==> config.mk <==
export PLATFORM = sky130hd
export DESIGN_NAME = sic_top
export DESIGN_NICKNAME = d
export VERILOG_FILES = /design/src/rtl/sic_pkg.sv /design/src/rtl/sic_src_bank.sv /design/src/rtl/sic_cpu_port.sv /design/src/rtl/sic_top.sv
export SDC_FILE = /design/constraint.sdc
export NUM_CORES = 1
export LEC_CHECK = 0
export BUFFER_PORTS_ARGS = -buffer_cell sky130_fd_sc_hd__buf_2
export CELL_PAD_IN_SITES_DETAIL_PLACEMENT = 1
export CELL_PAD_IN_SITES_GLOBAL_PLACEMENT = 2
export CORE_ASPECT_RATIO = 0.5
export CORE_MARGIN = 4
export CORE_UTILIZATION = 40
export CTS_CLUSTER_DIAMETER = 40
export DETAILED_ROUTE_END_ITERATION = 6
export GPL_ROUTABILITY_DRIVEN = 1
export PLACE_DENSITY = 0.89
export SYNTH_ARGS = -nofsm -noshare
export SYNTH_HDL_FRONTEND = slang
export SYNTH_SLANG_ARGS = --single-unit
==> constraint.sdc <==
create_clock -name clk -period 3.9 [get_ports clk]
set_input_delay 0.195 -clock clk [delete_from_list [all_inputs] [get_ports clk]]
set_output_delay 0.195 -clock clk [all_outputs]
set_load 0.01 [all_outputs]
==> src/rtl/sic_pkg.sv <==
package sic_pkg;

  localparam int SIC_MAX_SRC = 64;
  localparam int SIC_IDX_W   = 6;

  // Apply the programmed polarity: 1 keeps the input, 0 inverts it.
  function automatic logic pol_fix(input logic raw, input logic act_high);
    return act_high ? raw : ~raw;
  endfunction

  // Lowest set bit index, or all ones when the vector is empty.
  function automatic logic [31:0] first_set(input logic [SIC_MAX_SRC-1:0] v);
    logic [31:0] r;
    r = '1;
    for (int i = SIC_MAX_SRC - 1; i >= 0; i--) begin
      if (v[i]) r = 32'(i);
    end
    return r;
  endfunction

  // Identity word: source count in units of eight (minus one) and core count.
  function automatic logic [31:0] cfg_word(input int nsrc, input int ncpu);
    return {16'b0, 8'(ncpu), 8'(nsrc / 8 - 1)};
  endfunction

endpackage

==> src/rtl/sic_src_bank.sv <==
module sic_src_bank
  import sic_pkg::*;
#(
  parameter int NUM_SRC = 40
) (
  input  logic               clk,
  input  logic               rst_n,
  input  logic [NUM_SRC-1:0] irq_in,
  input  logic [NUM_SRC-1:0] pol_q,
  input  logic [NUM_SRC-1:0] trig_q,
  input  logic [NUM_SRC-1:0] wedge_set_vec,
  input  logic [NUM_SRC-1:0] wedge_clr_vec,
  output logic [NUM_SRC-1:0] pend_vec,
  output logic [NUM_SRC-1:0] rise_vec,
  output logic [NUM_SRC-1:0] pend_edge_q
);

  for (genvar s = 0; s < NUM_SRC; s++) begin : g_src
    logic lvl;
    logic prev_r;
    logic edge_r;

    assign lvl = pol_fix(irq_in[s], pol_q[s]);

    // The previous level is tracked in every mode, so a change of mode
    // never shows a stale transition.
    always_ff @(posedge clk) begin
      if (!rst_n) prev_r <= 1'b0;
      else        prev_r <= lvl;
    end

    assign rise_vec[s] = lvl & ~prev_r;

    // A new edge is ORed in after the clear, so it survives a clear
    // arriving in the same cycle.
    always_ff @(posedge clk) begin
      if (!rst_n)         edge_r <= 1'b0;
      else if (trig_q[s]) edge_r <= (edge_r & ~wedge_clr_vec[s]) | wedge_set_vec[s] | rise_vec[s];
      else                edge_r <= 1'b0;
    end

    assign pend_edge_q[s] = edge_r;
    assign pend_vec[s]    = trig_q[s] ? edge_r : lvl;
  end

endmodule

==> src/rtl/sic_cpu_port.sv <==
module sic_cpu_port
  import sic_pkg::*;
#(
  parameter int NUM_SRC = 40,
  parameter int CPU_W   = 2,
  parameter int CPU_ID  = 0
) (
  input  logic                     clk,
  input  logic                     rst_n,
  input  logic [NUM_SRC-1:0]       pend_vec,
  input  logic [NUM_SRC-1:0]       mask_q,
  input  logic [NUM_SRC-1:0]       route_valid_q,
  input  logic [NUM_SRC*CPU_W-1:0] route_cpu_flat,
  output logic                     irq_q,
  output logic [31:0]              lowest_q,
  output logic [NUM_SRC-1:0]       deliver_vec
);

  localparam logic [CPU_W-1:0] MY_ID = CPU_W'(CPU_ID);

  for (genvar s = 0; s < NUM_SRC; s++) begin : g_sel
    assign deliver_vec[s] = pend_vec[s] & mask_q[s] & route_valid_q[s]
                          & (route_cpu_flat[s*CPU_W +: CPU_W] == MY_ID);
  end

  always_ff @(posedge clk) begin
    if (!rst_n) begin
      irq_q    <= 1'b0;
      lowest_q <= '1;
    end else begin
      irq_q    <= |deliver_vec;
      lowest_q <= first_set(SIC_MAX_SRC'(deliver_vec));
    end
  end

endmodule

==> src/rtl/sic_top.sv <==
module sic_top
  import sic_pkg::*;
#(
  parameter int NUM_SRC = 40,
  parameter int NUM_CPU = 3
) (
  input  logic               clk,
  input  logic               rst_n,
  input  logic [NUM_SRC-1:0] irq_in,
  input  logic               bus_valid,
  input  logic               bus_write,
  input  logic [7:0]         bus_addr,
  input  logic [31:0]        bus_wdata,
  output logic [31:0]        bus_rdata,
  output logic [NUM_CPU-1:0] cpu_irq
);

  localparam int          CPU_W = (NUM_CPU > 1) ? $clog2(NUM_CPU) : 1;
  localparam logic [31:0] CFG   = cfg_word(NUM_SRC, NUM_CPU);

  // Decode
  logic       wr_en, rd_en, grp;
  logic [6:0] pair;
  assign wr_en = bus_valid & bus_write;
  assign rd_en = bus_valid & ~bus_write;
  assign grp   = bus_addr[0];
  assign pair  = bus_addr[7:1];

  logic [SIC_MAX_SRC-1:0] wr_wide, grp_wide, hot_wide;
  logic [NUM_SRC-1:0]     wr_bits, grp_bits;
  assign wr_wide  = grp ? {bus_wdata, 32'b0} : {32'b0, bus_wdata};
  assign grp_wide = grp ? {32'hFFFF_FFFF, 32'b0} : {32'b0, 32'hFFFF_FFFF};
  assign hot_wide = SIC_MAX_SRC'(1) << bus_wdata[SIC_IDX_W-1:0];
  assign wr_bits  = wr_wide[NUM_SRC-1:0];
  assign grp_bits = grp_wide[NUM_SRC-1:0];

  logic pol_wr, trig_wr, wedge_wr, route_wr;
  assign pol_wr   = wr_en && (pair == 7'h05);
  assign trig_wr  = wr_en && (pair == 7'h06);
  assign wedge_wr = wr_en && (bus_addr == 8'h01);
  assign route_wr = wr_en && (bus_addr[7:6] == 2'b01);

  // Named internal events
  logic [NUM_SRC-1:0] mask_set_vec, mask_clr_vec, wedge_set_vec, wedge_clr_vec;
  assign mask_set_vec  = (wr_en && pair == 7'h03) ? wr_bits : '0;
  assign mask_clr_vec  = (wr_en && pair == 7'h04) ? wr_bits : '0;
  assign wedge_set_vec = (wedge_wr &&  bus_wdata[31]) ? hot_wide[NUM_SRC-1:0] : '0;
  assign wedge_clr_vec = (wedge_wr && !bus_wdata[31]) ? hot_wide[NUM_SRC-1:0] : '0;

  // Configuration state
  logic [NUM_SRC-1:0] mask_q, pol_q, trig_q, route_valid_q;
  logic [CPU_W-1:0]   route_cpu_q [NUM_SRC];

  always_ff @(posedge clk) begin
    if (!rst_n) begin
      mask_q <= '0;
      pol_q  <= '1;
      trig_q <= '0;
    end else begin
      mask_q <= (mask_q | mask_set_vec) & ~mask_clr_vec;
      if (pol_wr)  pol_q  <= (pol_q  & ~grp_bits) | wr_bits;
      if (trig_wr) trig_q <= (trig_q & ~grp_bits) | wr_bits;
    end
  end

  always_ff @(posedge clk) begin
    if (!rst_n) begin
      route_valid_q <= '0;
      for (int s = 0; s < NUM_SRC; s++) route_cpu_q[s] <= '0;
    end else if (route_wr) begin
      for (int s = 0; s < NUM_SRC; s++) begin
        if (bus_addr[5:0] == 6'(s)) begin
          route_valid_q[s] <= bus_wdata[31];
          route_cpu_q[s]   <= bus_wdata[CPU_W-1:0];
        end
      end
    end
  end

  logic [NUM_SRC*CPU_W-1:0] route_cpu_flat;
  for (genvar s = 0; s < NUM_SRC; s++) begin : g_rflat
    assign route_cpu_flat[s*CPU_W +: CPU_W] = route_cpu_q[s];
  end

  // Source stage
  logic [NUM_SRC-1:0] pend_vec, rise_vec, pend_edge_q;

  sic_src_bank #(.NUM_SRC(NUM_SRC)) u_bank (
    .clk           (clk),
    .rst_n         (rst_n),
    .irq_in        (irq_in),
    .pol_q         (pol_q),
    .trig_q        (trig_q),
    .wedge_set_vec (wedge_set_vec),
    .wedge_clr_vec (wedge_clr_vec),
    .pend_vec      (pend_vec),
    .rise_vec      (rise_vec),
    .pend_edge_q   (pend_edge_q)
  );

  // Per-core delivery
  logic [NUM_CPU*32-1:0]      lowest_flat;
  logic [NUM_CPU*NUM_SRC-1:0] deliver_flat;

  for (genvar c = 0; c < NUM_CPU; c++) begin : g_cpu
    sic_cpu_port #(.NUM_SRC(NUM_SRC), .CPU_W(CPU_W), .CPU_ID(c)) u_port (
      .clk            (clk),
      .rst_n          (rst_n),
      .pend_vec       (pend_vec),
      .mask_q         (mask_q),
      .route_valid_q  (route_valid_q),
      .route_cpu_flat (route_cpu_flat),
      .irq_q          (cpu_irq[c]),
      .lowest_q       (lowest_flat[c*32 +: 32]),
      .deliver_vec    (deliver_flat[c*NUM_SRC +: NUM_SRC])
    );
  end

  // Read path
  logic [SIC_MAX_SRC-1:0] pend64, mask64, pol64, trig64;
  assign pend64 = SIC_MAX_SRC'(pend_vec);
  assign mask64 = SIC_MAX_SRC'(mask_q);
  assign pol64  = SIC_MAX_SRC'(pol_q);
  assign trig64 = SIC_MAX_SRC'(trig_q);

  logic [31:0] rd_mux;
  always_comb begin
    rd_mux = '0;
    if (bus_addr == 8'h00) begin
      rd_mux = CFG;
    end else if (pair == 7'h01) begin
      rd_mux = grp ? pend64[63:32] : pend64[31:0];
    end else if (pair == 7'h02) begin
      rd_mux = grp ? mask64[63:32] : mask64[31:0];
    end else if (pair == 7'h05) begin
      rd_mux = grp ? pol64[63:32] : pol64[31:0];
    end else if (pair == 7'h06) begin
      rd_mux = grp ? trig64[63:32] : trig64[31:0];
    end else if (bus_addr[7:4] == 4'h1) begin
      for (int c = 0; c < NUM_CPU; c++) begin
        if (bus_addr[3:0] == 4'(c)) rd_mux = lowest_flat[c*32 +: 32];
      end
    end else if (bus_addr[7:6] == 2'b01) begin
      for (int s = 0; s < NUM_SRC; s++) begin
        if (bus_addr[5:0] == 6'(s)) rd_mux = {route_valid_q[s], 31'(route_cpu_q[s])};
      end
    end
  end

  always_ff @(posedge clk) begin
    if (!rst_n)     bus_rdata <= '0;
    else if (rd_en) bus_rdata <= rd_mux;
  end

endmodule

==> reports/qor.log <==
INFO  power_and_ir_drop ir_worst_vdd=0.342mV
INFO  logic_synthesis post_synth_xor_area_fraction=1.77%
INFO  finish         drive_above_1_share=12.1%
INFO  logic_synthesis yosys.area_share.adder=0%
INFO  sta            final_min_period_over_clock_period=92.5%
INFO  drt            routed_wirelength=98400um
INFO  sta            timing.setup.tns=0ns
INFO  floorplanning  floorplan.io_pins=119
INFO  logic_synthesis netlist-cell-type-count=88
INFO  global_route   met2_usage=53.1%
INFO  worst_setup_path critPathArrivalTime=4.13ns
INFO  global_route   grt.overflow.total=0
INFO  finish         multi_input_comb_area=10800um2
INFO  worst_hold_path hold_path_class=input pin to flop
INFO  sta            finalSetupViolations=0
INFO  logic_synthesis synth_top_area_cell=sky130_fd_sc_hd__dfxtp_1
INFO  worst_setup_path worstSetupPathType=flop to flop
INFO  global_route   grt_util_all_layers=36.1%
INFO  sta            clock_skew=0.0257ns
INFO  sta            timing_worst_slew_pin_value=1.28ns
INFO  finish         stdcell_area=23400um2
INFO  logic_synthesis synth_top_cell_area_share=30.0%
INFO  floorplanning  die_width=322um
INFO  logic_synthesis synth_warnings=0
INFO  logic_synthesis post-synth-top-count-cell=sky130_fd_sc_hd__nand2_1
INFO  cts            cts_buffer_depth=3
INFO  logic_synthesis synth-simple-area-share=26.4%
INFO  worst_hold_path worst_hold_path.num_cells=4
INFO  worst_setup_path worst-path-max-fanout=4
INFO  placement      io_buffers=118
INFO  worst_setup_path cp_cell_sequence=xor2_1 -> o21a_1 -> buf_4 -> nor4b_1 -> nor4_1 -> o311ai_0 -> a211oi_1 -> o211ai_1 -> nand2_1
INFO  logic_synthesis syn_inst_count=2422
INFO  cts            clock_sink_count=376
INFO  drt            detail-route-antenna-nets=0
INFO  power_and_ir_drop power.static_leakage=0.00841uW
INFO  cts            clkSlewWorstSetupHoldPaths=0.07ns
INFO  sta            final-hold-violation-count=0
INFO  flow_run       drv_cap=0
INFO  drt            drt-wirelength-per-cell=30.3um
INFO  logic_synthesis synth_seq_area_share=42.1%
INFO  logic_synthesis synth_async_sr_flop_share=0%
INFO  power_and_ir_drop pwr-share-comb=8.1%
INFO  global_route   globalRouteMet3Util=9.51%
INFO  worst_setup_path rrSetupSlack=0.29ns
INFO  drt            starting_drc_count_in_detailed_routing=2632
INFO  finish         area_taken_by_flip_flops_and_latches=8330um2
INFO  power_and_ir_drop power.density_cell_area=400nW/um2
INFO  worst_setup_path worstSetupEndpointType=flop
INFO  logic_synthesis dominantRegCellSynth=sky130_fd_sc_hd__dfxtp_1
INFO  floorplanning  row_count=57
INFO  global_route   global_route.usage.met1=52.9%
INFO  power_and_ir_drop p_int=6830uW
INFO  power_and_ir_drop switching_share=27.0%
INFO  logic_synthesis synth_area_per_cell=8.17um2
INFO  global_route   grt_max_degree=93
INFO  global_route   grt_antenna_before_repair=1
INFO  cts            cts_inserted_buffers=44
INFO  worst_setup_path cell_at_the_slowest_stage_of_the_critical_path=sky130_fd_sc_hd__nor4_1
INFO  power_and_ir_drop power.share.clock=47.6%
INFO  cts            cts-htree-levels=2
INFO  floorplanning  die_height=165um
INFO  cts            clock_insertion_delay_at_the_later_pin_of_the_skew_report=0.59ns
INFO  logic_synthesis syn_nets=2506
INFO  power_and_ir_drop power_frac_seq=44.2%
INFO  outcome        outcome=finished, final reports clean
INFO  worst_setup_path reg2regPathDepth=9
INFO  floorplanning  dieArea=53300um2
INFO  worst_setup_path start_kind=flop
INFO  worst_setup_path crit_path_max_incr_delay=1.06ns
INFO  logic_synthesis synth_enable_flop_cells=80
INFO  sta            worst_slew_margin_rel=14.1%
INFO  logic_synthesis yosys-top-cells-count=sky130_fd_sc_hd__nand2_1 (403), sky130_fd_sc_hd__dfxtp_1 (296), sky130_fd_sc_hd__nor2_1 (264)
INFO  logic_synthesis netlist_area=19800um2
INFO  drt            routed-via-count=20900
INFO  finish         syn_to_final_growth=18.2%
INFO  global_route   global_route_wire_length_before_repair=140000um
INFO  cts            cts_resized=0
INFO  logic_synthesis synth.area.mux_share=5.02%
INFO  worst_hold_path hold_path.startpoint=bus_valid
INFO  global_route   grt_pass1_vias=19900
INFO  logic_synthesis synth_area_leaders=sky130_fd_sc_hd__dfxtp_1 (30%), sky130_fd_sc_hd__edfxtp_1 (12%), sky130_fd_sc_hd__nand2_1 (7.6%)
INFO  sta            min_period=3.61ns
INFO  logic_synthesis postSynthRegisterBits=376
INFO  cts            cts_root_buffer=sky130_fd_sc_hd__clkbuf_16
INFO  global_route   global_route.peak_usage_layer=met2
INFO  placement      cell_area_reported_after_detailed_placement=21200um2
INFO  cts            post_cts.repair.setup_buffers=0
INFO  placement      place.gp.congestion=1.06
INFO  power_and_ir_drop net-switching-power=2520uW
INFO  logic_synthesis synthesized_area_fraction_occupied_by_ao_oa_aoi_and_oai_cells=20.9%
INFO  sta            slew_violations=0
INFO  logic_synthesis main_combinational_cell_family_by_area_after_synthesis=simple AND/OR/NAND/NOR gates
INFO  floorplanning  fp.coreArea=48700um2
INFO  finish         final_nets=2650
INFO  finish         nFillCells=5797
INFO  drt            drc=0
INFO  worst_setup_path r2r_end=g_cpu[2].u_port.lowest_q[3]
INFO  floorplanning  start_util=40.6%
INFO  worst_setup_path worst_ep_required_time=4.43ns
INFO  sta            achievable-frequency=0.277GHz
INFO  placement      detailedPlacementHpwl=72100um
INFO  drt            first_pass_iters=5
INFO  sta            setup_repair_after_global_routing_missed_its_margin=false
INFO  cts            tritoncts=yes
INFO  drt            drt-vias-per-instance=6.41
==> placed cells by master, fill, tap and decap left out, drive strengths merged, types with 14 or more instances in the layout <==
| master | n |
|---|---|
| a211oi | 55 |
| a21oi | 184 |
| a221oi | 27 |
| a22oi | 36 |
| a31oi | 17 |
| and3 | 46 |
| buf | 181 |
| clkbuf | 59 |
| dfxtp | 296 |
| dlygate4sd3 | 67 |
| edfxtp | 80 |
| inv | 38 |
| mux2i | 89 |
| nand2 | 404 |
| nand2b | 22 |
| nand3 | 116 |
| nor2 | 267 |
| nor2b | 21 |
| nor3 | 49 |
| nor4 | 33 |
| nor4b | 34 |
| o211ai | 14 |
| o21a | 28 |
| o21ai | 140 |
| o221ai | 28 |
| o22ai | 21 |
| xor2 | 36 |
==> critical path, delay by kind of cell, from the launching register on <==
family	cells	cell delay (ns)
simple gates	3	1.24
compound gates	4	1.46
buf+inv	1	0.17
xor+xnor	1	0.29
flops	1	0.37
==> per-layer routing <==
metal,routed length (um),part of all wire (%)
met5,8,0.0081
met4,2180,2.2
met3,10600,11
met2,40500,41
met1,45100,46
==> cell type report <==
cell class                      count  area share, %
Antenna cell                        1         0.0107
Clock buffer                       59           5.48
Clock inverter                     23           1.09
Inverter                           33          0.551
Multi-Input combinational cell   1863           46.1
Sequential cell                   376           35.6
Tap cell                          649           3.47
Timing Repair Buffer              248           7.70
==> repair_timing <==
action	in CTS	in global routing
setup endpoints to repair	0	0
hold buffers	67	0
hold endpoints to repair	121	0
==> through the flow <==
step,worst slack (ns),utilization [%],hold WS (ns),instances,power (uW)
after floorplan,1.85,-,0.292,2422,4550
final,0.294,48.0,0.0299,3252,9350
after global routing,0.253,48.0,0.0327,3251,9600
after CTS,0.544,48.0,0.0116,3251,9340
after detailed placement,0.250,43.5,0.426,3102,4890
after global placement,0.347,43.5,0.422,3102,4890
==> power groups by stage <==
stage	Clock (uW)	Sequential [uW]	Combinational, uW
6_report	4450	4130	761
5_1_grt	4670	4140	791
4_1_cts	4480	4130	733
3_5_place_dp	0	4220	679
3_3_place_gp	0	4220	671
2_1_floorplan	0	4170	373
==> cell families after synthesis <==
| logic type | count (synthesis) |
|---|---|
| simple gates | 1085 |
| mux | 97 |
| compound gates | 641 |
| xor+xnor | 40 |
| buf+inv | 183 |
| flops | 376 |
==> worst max-delay path by stage <==
stage | depth (start not counted) | slack (ns) | to
floorplan | 10 | 1.85 | u_bank.g_src[29].edge_r
global placement | 10 | 0.35 | bus_rdata[31]
detailed placement | 10 | 0.25 | bus_rdata[31]
CTS | 9 | 0.54 | g_cpu[2].u_port.lowest_q[3]
global route | 8 | 0.25 | g_cpu[1].u_port.lowest_q[0]
finish | 9 | 0.29 | g_cpu[2].u_port.lowest_q[3]
Power figures use the tool's default switching activity.
